==> src/rtl/pctl_pkg.sv <==
// Package: shared widths and bit positions of the PLL control register.
// Assumes an eight-bit register with the field layout listed in the brief.
package pctl_pkg;
    localparam int REG_W    = 8;
    localparam int VCO_W    = 2;
    localparam int IEN_BIT  = 7;
    localparam int FLAG_BIT = 6;
    localparam int ON_BIT   = 5;
    localparam int SEL_BIT  = 4;
    localparam int VCO_LSB  = 0;
    localparam int SYNC_N   = 2;
endpackage

==> src/rtl/lock_edge_sync.sv <==
// Module: synchronizes an asynchronous level and pulses on each change.
// Assumes the input is low during reset; STAGES must be 2 or more.
module lock_edge_sync #(
    parameter int STAGES = 2
) (
    input  logic clk,
    input  logic rst_n,
    input  logic async_in,
    output logic toggle
);
    logic [STAGES-1:0] chain;
    logic              last_q;

    // First stage samples the asynchronous input.
    always_ff @(posedge clk) begin
        if (!rst_n) chain[0] <= 1'b0;
        else        chain[0] <= async_in;
    end

    generate
        for (genvar g = 1; g < STAGES; g++) begin : g_stage
            // Each later stage re-samples the one before it.
            always_ff @(posedge clk) begin
                if (!rst_n) chain[g] <= 1'b0;
                else        chain[g] <= chain[g-1];
            end
        end
    endgenerate

    // Keep the previous synchronized level for change detection.
    always_ff @(posedge clk) begin
        if (!rst_n) last_q <= 1'b0;
        else        last_q <= chain[STAGES-1];
    end

    assign toggle = chain[STAGES-1] ^ last_q;
endmodule

==> src/rtl/lock_flag.sv <==
// Module: lock-change flag, set by a change pulse and cleared by a read.
// Assumes a set and a clear on the same edge resolve in favour of the set.
module lock_flag (
    input  logic clk,
    input  logic rst_n,
    input  logic set_pulse,
    input  logic rd_clear,
    output logic flag_q
);
    // Set has priority over the clearing read.
    always_ff @(posedge clk) begin
        if (!rst_n)         flag_q <= 1'b0;
        else if (set_pulse) flag_q <= 1'b1;
        else if (rd_clear)  flag_q <= 1'b0;
    end
endmodule

==> src/rtl/pctl_fields.sv <==
// Module: writable fields of the PLL control register and their interlocks.
// Assumes both interlock checks use the contents held before the write.
module pctl_fields
    import pctl_pkg::*;
(
    input  logic             clk,
    input  logic             rst_n,
    input  logic             wr_hit,
    input  logic [REG_W-1:0] wdata,
    input  logic             auto_bw,
    output logic             ien_q,
    output logic             on_q,
    output logic             sel_q,
    output logic [VCO_W-1:0] vco_q
);
    logic sel_next;
    logic on_next;

    // Select may rise only while power was already on before the write.
    always_comb begin
        sel_next = wdata[SEL_BIT];
        if (wdata[SEL_BIT] && !on_q) sel_next = 1'b0;
    end

    // Power may drop only if select was clear and stays clear.
    always_comb begin
        on_next = wdata[ON_BIT];
        if (!wdata[ON_BIT] && (sel_q || sel_next)) on_next = 1'b1;
    end

    // Enable is writable only in auto-bandwidth mode.
    always_ff @(posedge clk) begin
        if (!rst_n)                  ien_q <= 1'b0;
        else if (wr_hit && auto_bw)  ien_q <= wdata[IEN_BIT];
    end

    // Power, select and range update together on a write.
    always_ff @(posedge clk) begin
        if (!rst_n) begin
            on_q  <= 1'b1;
            sel_q <= 1'b0;
            vco_q <= '0;
        end else if (wr_hit) begin
            on_q  <= on_next;
            sel_q <= sel_next;
            vco_q <= wdata[VCO_LSB +: VCO_W];
        end
    end
endmodule

==> src/rtl/pll_ctrl_reg.sv <==
// Module: top of the PLL control register. It decodes bus strobes,
// assembles read data and drives the interrupt and clock-control outputs.
// Assumes rd_en and wr_en matter only when sel is high.
module pll_ctrl_reg
    import pctl_pkg::*;
(
    input  logic             clk,
    input  logic             rst_n,
    input  logic             sel,
    input  logic             rd_en,
    input  logic             wr_en,
    input  logic [REG_W-1:0] wdata,
    output logic [REG_W-1:0] rdata,
    input  logic             lock_async,
    input  logic             auto_bw,
    output logic             irq,
    output logic             pll_enable,
    output logic             base_sel_req,
    output logic [VCO_W-1:0] vco_range
);
    logic             rd_hit;
    logic             wr_hit;
    logic             lock_toggle;
    logic             flag_q;
    logic             ien_q;
    logic             on_q;
    logic             sel_q;
    logic [VCO_W-1:0] vco_q;
    logic [REG_W-1:0] view;

    assign rd_hit = sel && rd_en;
    assign wr_hit = sel && wr_en;

    lock_edge_sync #(.STAGES(SYNC_N)) u_sync (
        .clk      (clk),
        .rst_n    (rst_n),
        .async_in (lock_async),
        .toggle   (lock_toggle)
    );

    lock_flag u_flag (
        .clk       (clk),
        .rst_n     (rst_n),
        .set_pulse (lock_toggle),
        .rd_clear  (rd_hit),
        .flag_q    (flag_q)
    );

    pctl_fields u_fields (
        .clk     (clk),
        .rst_n   (rst_n),
        .wr_hit  (wr_hit),
        .wdata   (wdata),
        .auto_bw (auto_bw),
        .ien_q   (ien_q),
        .on_q    (on_q),
        .sel_q   (sel_q),
        .vco_q   (vco_q)
    );

    // Build the software view; hidden bits and reserved bits read as zero.
    always_comb begin
        view                      = '0;
        view[IEN_BIT]             = ien_q && auto_bw;
        view[FLAG_BIT]            = flag_q && auto_bw;
        view[ON_BIT]              = on_q;
        view[SEL_BIT]             = sel_q;
        view[VCO_LSB +: VCO_W]    = vco_q;
    end

    assign rdata        = rd_hit ? view : '0;
    assign irq          = flag_q && ien_q && auto_bw;
    assign pll_enable   = on_q;
    assign base_sel_req = sel_q;
    assign vco_range    = vco_q;
endmodule

==> config.mk <==
export PLATFORM = sky130hd
export DESIGN_NAME = pll_ctrl_reg
export DESIGN_NICKNAME = d
export VERILOG_FILES = /design/src/rtl/pctl_pkg.sv /design/src/rtl/lock_edge_sync.sv /design/src/rtl/lock_flag.sv /design/src/rtl/pctl_fields.sv /design/src/rtl/pll_ctrl_reg.sv
export SDC_FILE = /design/constraint.sdc
export NUM_CORES = 1
export LEC_CHECK = 0
export BUFFER_PORTS_ARGS = -buffer_cell sky130_fd_sc_hd__clkbuf_2
export CORE_AREA = 4 4 41 43
export CTS_CLUSTER_DIAMETER = 120
export DETAILED_ROUTE_END_ITERATION = 10
export DIE_AREA = 0 0 45 47
export GPL_ROUTABILITY_DRIVEN = 0
export PLACE_DENSITY = 0.67
export SETUP_SLACK_MARGIN = 0.4
export SYNTH_ARGS = -nofsm -noshare
export SYNTH_HDL_FRONTEND = slang
export SYNTH_SLANG_ARGS = --single-unit
==> constraint.sdc <==
create_clock -name clk -period 0.8 [get_ports clk]
set_input_delay 0.2 -clock clk [delete_from_list [all_inputs] [get_ports clk]]
set_output_delay 0.2 -clock clk [all_outputs]
set_load 0.01 [all_outputs]
---- Word level (Yosys, flattened, before mapping) ----
Index checks and enable logic that the tools add are counted.
W data, S select, Z words.
word-level totals
  bits in registers ....................... 9
  bits in latches ......................... 0
  bits in writable memories ............... 0
  ROM bits ................................ 0
  input port bits ......................... 15
  output and inout port bits .............. 13
  word-level logic and storage cells ...... 27
  memories kept ........................... 0
cells by class
  add/subtract/negate cells ............... 0
  multipliers ............................. 0
  divide/modulo/power cells ............... 0
  magnitude comparators ................... 0
  eq/ne operators ......................... 0
  shift-type cells ........................ 0
  mux-type cells .......................... 5
  bitwise logic cells ..................... 1
  reduce and logical (&&, ||, !) cells .... 13
operators by type and width
  operator             count
  $logic_and A1 B1 Y1  9
  $mux W8              1
  $mux W1              4
  $logic_not A1 Y1     2
  $reduce_bool A2 Y1   1
  $logic_or A1 B1 Y1   1
  $xor A1 B1 Y1        1

---- Logic depth before layout (Yosys ltp) ----
Gate-level depths: netlist of the first run.
  word-level depth ........................ 6
  gate-level depth with buffers ........... 3
  mapped depth without buffers ............ 2

---- Modules after synthesis ----
A second synthesis of the first run with hierarchy kept.
second synthesis, totals
  cell total of the unflattened synthesis .. 42
  area, all modules ....................... 424.2 µm²
by module, submodules not included
  module          times used  cells each  area an instance (µm²)  sequential area each (µm²)
  pctl_fields     1           20          206.4                   100.1
  lock_edge_sync  1           7           88.8                    60.1
  pll_ctrl_reg    1           12          87.6                    0.0
  lock_flag       1           3           41.3                    20.0

---- Worst setup path before layout of the first run ----
No wires, ideal clock.
  path kind ............................... register to output
  from .................................... reg u_fields.on_q
  to ...................................... out rdata[5]
  arrival ................................. 0.597 ns
  data required time ...................... 0.600 ns
  path slack .............................. 0.003 ns
  stages on the path, launching flop included .. 2
  path buffers ............................ 0
  path through ............................ dfxtp_1 and3_2
between the ends
  longest elaborated chain between the ends .. 1
ends and longest elaborated chain
  what                    RTL line            source
  start, declared         pctl_fields.sv:12   output logic on_q,
  start signal, assigned  pctl_fields.sv:44   on_q <= on_next;
  $mux W8                 pll_ctrl_reg.sv:71  assign rdata = rd_hit ? view : '0;
  end, declared           pll_ctrl_reg.sv:13  output logic [REG_W-1:0] rdata,
No other way between the ends.

---- Worst setup path in the final report of the first run ----
  from .................................... reg u_flag.flag_q
  to ...................................... out rdata[6]
between the ends
  longest elaborated chain between the ends .. 2
ends and longest elaborated chain
  what                    RTL line            source
  start, declared         lock_flag.sv:8      output logic flag_q
  start signal, assigned  lock_flag.sv:12     if (!rst_n) flag_q <= 1'b0;
  start signal, assigned  lock_flag.sv:13     else if (set_pulse) flag_q <= 1'b1;
  start signal, assigned  lock_flag.sv:14     else if (rd_clear) flag_q <= 1'b0;
  $logic_and A1 B1 Y1     pll_ctrl_reg.sv:65  view[FLAG_BIT] = flag_q && auto_bw;
  $mux W8                 pll_ctrl_reg.sv:71
No other way between the ends.

==> flow_metrics.py, run 1 <==
metrics = {
    "timing": {
        "fmax_mhz": 912.2,
        "hold_viol": 0,
        "setup_viol": 15,
        "maxSlewViolCount": 0,
        "fin_skew_ns": 0.009078,
        "fin_crit_sh": 1.370,
        "fin_ws_ns": -0.2963,
        "fin_crit_ns": 1.096,
        "whs_ns": 0.1465,
        "rsz0062_at_grt": "true",
    },
    "power": {
        "p_sw_mw": 0.2586,
        "p_comb_frac": 0.200,
        "p_per_area_nw_per_um2": 1320,
        "p_leak_nw": 0.3894,
        "sequentialPowerShare": 0.467,
        "vdd_ir_drop_max_mv": 1.315,
        "power_frac_clock": 0.333,
        "sw_frac_of_total": 0.2489,
        "intPower_mw": 0.7806,
    },
    "cts": {
        "clockBufferDepth": 2,
        "clock-sinks": 9,
        "path_clk_slew_ns": 0.07,
        "cts_buffers": 3,
        "cts_tree": "built",
        "postCtsHoldBufs": 0,
        "htree_num_levels": 1,
        "clock_latency_ns": 0.26,
        "clock_tree.root_cell": "clkbuf_4",
    },
    "global_route": {
        "grt_pass1_vias": 395,
        "grtUsageTotal": 0.1127,
        "grt_overflow": 0,
        "grt_start_max_net_pins": 15,
        "antenna_found_initial": 0,
        "grt_pass1_wl_mm": 1.676,
    },
    "die": {
        "dieWidth_um": 45,
        "die_h_um": 47,
        "core_region_area_um2": 1301,
        "ios": 28,
        "start_util": 0.3356,
        "dieArea_um2": 2115,
        "rows": 13,
    },
    "logic_synthesis": {
        "ys_seq_area_frac": 0.4126,
        "yosys_warnings": 0,
        "synthesis.area_um2": 436.7,
        "syn_area_per_cell_um2": 9.924,
        "ys_ff_latch": 9,
        "synth_cells": 44,
        "synth_cell_types": 22,
    },
    "setup_path": {
        "crit_path_end_kind": "output pin",
        "crit_arrival_ns": 0.90,
        "crit_fanout": 3,
        "r2r-end": "u_fields.on_q$_SDFFE_PN1P_",
        "reg2reg_from": "u_fields.sel_q$_SDFFE_PN0P_",
        "ff2ff_path_depth": 4,
        "ff2ff_setup_slack_ns": -0.18,
        "crit_type": "reg -> out",
        "cp.required_ns": 0.60,
        "cp-start-kind": "register",
    },
    "layout": {
        "final_cell_mix": "buf_6 (16), clkbuf_2 (11), dfxtp_2 (7)",
        "final_common_cell": "buf_6",
        "syn_to_final_growth_pct": 80.23,
        "final_cell_area_um2": 787.0,
        "nets": 95,
        "num_antenna_cells": 0,
        "drive_gt1_frac": 0.7342,
    },
    "worst_hold_path": {
        "hold_path_depth": 2,
        "min-delay-start": "lock_async",
        "worstHoldEndpoint": "u_sync.chain[0]$_SDFF_PN0_",
        "hp-class": "in -> reg",
    },
    "placed_design": {
        "placed_area_um2": 615.6,
        "hpwl_um": 737.4,
        "portBuffers": 22,
    },
    "detailed_routing": {
        "route.detailed.drc": 0,
        "wl_per_cell_um": 11.86,
        "vias": 448,
        "ant_nets": 0,
        "drtPass1Iterations": 1,
        "wl_mm": 1.115,
        "drtIter0Drc": 0,
        "drt-vias-per-instance": 4.766,
    },
    "run_status": {
        "outcome": "finished with violations",
        "violations": "setup timing",
    },
    "flow_run": {
        "maxCapViolations": 0,
    },
}
[per-stage QoR]
step	setup WS [ns]	cells	power [mW]	util	setup TNS (ns)
finish	-0.2963	94	1.039	0.6048	-3.043
global route	-0.3415	94	1.099	0.6048	-3.624
detailed placement	-0.2076	84	0.6489	0.4731	-1.929
floorplan	0.06344	45	0.5804	-	0
global placement	-0.2065	84	0.6448	0.4731	-1.845
CTS	-0.3214	93	1.029	0.5500	-3.289
[worst max-delay path, cell delays in order, from the launching register on]
cell	delay [ns]
dfxtp_2	0.34
and4_4	0.20
buf_6	0.09
[synthesized netlist by cell type]
cell      count  area [um2]
dfxtp_1       9       180.2
and3_2        6       45.04
and2_1        3       18.77
o21a_1        3       22.52
a21boi_0      2       15.01
a21boi_1      2       15.01
buf_4         2       15.01
nand2_1       2       7.510
o211ai_1      2       15.01
a21bo_2       1       10.01
and3_1        1       6.260
and3b_2       1       10.01
and4_1        1       8.760
and4_2        1       10.01
buf_6         1       11.26
clkbuf_1      1       3.750
conb_1        1       3.750
inv_1         1       3.750
mux2i_1       1       10.01
nand3_2       1       10.01
nand4_1       1       6.260
xor2_1        1       8.760
[layout make-up]
type,instances,area [um2]
Fill cell,119,514.2
Timing Repair Buffer,34,295.3
Multi-Input combinational cell,31,252.7
Sequential cell,9,188.9
Clock buffer,3,22.52
Tap cell,15,18.77
Clock inverter,1,5.005
Inverter,1,3.754
[state kept, by name (all words and copies together), names as in the netlist]
| name | count |
|---|---|
| u_fields.ien_q | 1 |
| u_fields.on_q | 1 |
| u_fields.sel_q | 1 |
| u_fields.vco_q | 2 |
| u_flag.flag_q | 1 |
| u_sync.chain | 2 |
| u_sync.last_q | 1 |
[routing by layer]
metal | global-route usage | wire length (um) | up-vias
met3 | 0.04598 | 107 | 0
met1 | 0.1267 | 399 | 207
met2 | 0.2034 | 608 | 19
met5 | 0 | 0 | -
li1 | - | - | 222
met4 | 0.01754 | 0 | 0
[worst max path at each step]
stage	startpoint	end	slack (ns)	cells past startpoint
2_1_floorplan	u_fields.on_q$_SDFFE_PN1P_	rdata[5]	0.06	1
3_3_place_gp	sel	rdata[6]	-0.21	3
3_5_place_dp	sel	rdata[6]	-0.21	3
4_1_cts	u_flag.flag_q$_SDFFE_PN0P_	rdata[6]	-0.32	2
5_1_grt	u_flag.flag_q$_SDFFE_PN0P_	rdata[6]	-0.34	2
6_report	u_flag.flag_q$_SDFFE_PN0P_	rdata[6]	-0.30	2
[repair_timing]
item | 4_1_cts | 5_1_grt
endpoints found under the setup margin | 19 | 19
pin swaps | 3 | 2
buffers inserted | 5 | 1
resized for setup | 9 | 21
[cell families after synthesis]
logic type | synth area share
AOI/OAI and AO/OA | 0.1776
DFF | 0.4126
other | 0.008588
buffers and inverters | 0.07734
muxes | 0.02292
and+or+nand+nor | 0.2808
xor gates and xnor gates | 0.02006
[power groups by stage]
stage | logic, mW | clock network, mW | registers [mW]
3_3_place_gp | 0.152 | 0 | 0.493
3_5_place_dp | 0.154 | 0 | 0.495
4_1_cts | 0.185 | 0.359 | 0.485
5_1_grt | 0.228 | 0.383 | 0.488
2_1_floorplan | 0.0834 | 0 | 0.497
6_report | 0.208 | 0.346 | 0.485
Power figures use the tool's default switching activity.
==> run 2, diff against run 1 <==
- GPL_TIMING_DRIVEN: unset -> 0
- clock period: 0.8 -> 0.95 ns (I/O delays scaled with it)
==> run 2 against run 1 <==
Effect of this change: the run still ends with setup timing left; critical path depth is the same; via count fell by 1.3%; sequential power fell by 16%; core utilization is 0.58 points higher; wire length up 14%; first-iteration DRC count is 6 higher; flip-flop and latch count did not move; sequential share of layout area down 0.069 points; non-clock buffer count fell by 4; critical endpoint unchanged; register-to-register slack gained 0.21 ns; clock power shrank 17%.
==> flow_metrics.py, run 2 (synthesis gave the netlist of run 1 again) <==
metrics = {
    "die": {
        "dieWidth_um": 45,
        "ios": 28,
        "start_util": 0.3356,
        "dieArea_um2": 2115,
        "rows": 13,
        "core_region_area_um2": 1301,
        "die_h_um": 47,
    },
    "placed_design": {
        "portBuffers": 21,
        "hpwl_um": 715.2,
        "dp.cells": 81,
        "placed_area_um2": 609.3,
    },
    "timing": {
        "whs_ns": 0.1867,
        "fin_crit_ns": 1.133,
        "setup_viol": 11,
        "maxSlewViolCount": 0,
        "fmax_mhz": 883.0,
        "fin_crit_sh": 1.192,
        "fin_skew_ns": 0.001658,
        "rsz0062_at_grt": "true",
        "hold_viol": 0,
        "fin_ws_ns": -0.1826,
    },
    "detailed_routing": {
        "wl_met2_um": 714,
        "drtIter0Drc": 6,
        "vias": 442,
        "wl_mm": 1.271,
        "ant_nets": 0,
        "wl_per_cell_um": 14.12,
        "drtPass1Iterations": 2,
        "route.detailed.drc": 0,
        "wl_met3_um": 127,
        "highest_layer": "met4",
        "wl_met1_um": 421,
        "drt-vias-per-instance": 4.911,
    },
    "flow_run": {
        "maxCapViolations": 0,
    },
    "setup_path": {
        "ff2ff_setup_slack_ns": 0.03,
        "r2r-end": "u_fields.on_q$_SDFFE_PN1P_",
        "crit_fanout": 3,
        "cp_cell_sequence": "and4_4 > buf_6",
        "cp-start-kind": "register",
        "cp.required_ns": 0.71,
        "crit_arrival_ns": 0.90,
        "critical-path-max-stage-delay_ns": 0.34,
        "crit_type": "reg -> out",
        "crit_path_end_kind": "output pin",
        "slowest_stage": "dfxtp_2",
        "ff2ff_path_depth": 4,
        "reg2reg_from": "u_fields.sel_q$_SDFFE_PN0P_",
    },
    "cts": {
        "htree_num_levels": 1,
        "clockBufferDepth": 2,
        "postCtsHoldBufs": 0,
        "cts_buffers": 3,
        "cts_tree": "built",
        "clock_latency_ns": 0.26,
        "clock-sinks": 9,
        "path_clk_slew_ns": 0.06,
        "clock_tree.root_cell": "clkbuf_4",
    },
    "run_status": {
        "violations": "setup timing",
        "outcome": "finished with violations",
    },
    "layout": {
        "final_common_cell": "buf_6",
        "fillerInstances": 128,
        "stdcell_count": 90,
        "nets": 91,
        "syn_to_final_growth_pct": 81.95,
        "drive_gt1_frac": 0.7733,
        "seq_area_um2": 190.2,
        "final_cell_mix": "buf_6 (16), clkbuf_2 (9), dfxtp_2 (8)",
        "reg_top3": "u_fields.vco_q x2, u_sync.chain x2",
        "multi_input_area_um2": 272.8,
        "num_antenna_cells": 0,
        "final_cell_area_um2": 794.5,
    },
    "power": {
        "p_per_area_nw_per_um2": 1110,
        "vdd_ir_drop_max_mv": 0.7515,
        "p_leak_nw": 0.3802,
    },
    "worst_hold_path": {
        "min-delay-start": "lock_async",
        "worstHoldEndpoint": "u_sync.chain[0]$_SDFF_PN0_",
        "hp-class": "in -> reg",
        "hold_path_depth": 2,
    },
    "global_route": {
        "grt_pass1_wl_mm": 1.863,
        "grt_overflow": 0,
        "grtUsageTotal": 0.1301,
        "grt_pass1_vias": 433,
        "antenna_found_initial": 0,
        "grt_start_max_net_pins": 11,
    },
}
-- run 2: worst max-delay path: cells and delay by family, from the launching register on --
kind / cells / cell delay, ns
flip-flops: 1 / 0.34
AND/OR/NAND/NOR: 1 / 0.20
buffers and inverters: 1 / 0.09
-- run 2: per-layer routing --
layer  up-vias  GRT usage
li1        216          -
met1       203     0.1264
met2        21     0.2401
met3         2    0.05747
met4         0    0.05263
met5         -          0
-- run 2: repair_timing --
action,in CTS,in global routing
buffers inserted,5,0
pin swaps,3,4
endpoints found under the setup margin,18,19
resized for setup,10,27
-- run 2: worst max-delay path by stage --
stage | cells past startpoint | to | slack, ns | startpoint
finish | 2 | rdata[6] | -0.18 | u_flag.flag_q$_SDFFE_PN0P_
global route | 2 | rdata[6] | -0.23 | u_flag.flag_q$_SDFFE_PN0P_
CTS | 2 | rdata[6] | -0.20 | u_flag.flag_q$_SDFFE_PN0P_
detailed placement | 4 | rdata[6] | -0.15 | sel
global placement | 4 | rdata[6] | -0.16 | sel
floorplan | 2 | rdata[6] | 0.16 | sel
-- run 2: area by class of cell --
cell class	count	area share
buffer	4	0.05512
tap	15	0.02362
timing repair buffer	26	0.3008
inverter	1	0.004724
multi-input combinational	31	0.3433
sequential	9	0.2394
clock buffer	4	0.03307
-- run 2: where the power goes --
group	switching, mW	internal [mW]
clock	0.127	0.161
sequential	0.0110	0.398
combinational	0.0750	0.109
-- run 2: per-stage QoR --
stage / power [mW] / setup slack, ns / setup TNS [ns] / utilization
after floorplan: 0.4888 / 0.1606 / 0 / -
after detailed placement: 0.5443 / -0.1549 / -0.7953 / 0.4683
final: 0.8820 / -0.1826 / -1.431 / 0.6106
after CTS: 0.8667 / -0.2045 / -1.685 / 0.5452
after global routing: 0.9620 / -0.2264 / -2.033 / 0.6106
after global placement: 0.5422 / -0.1582 / -0.8264 / 0.4683
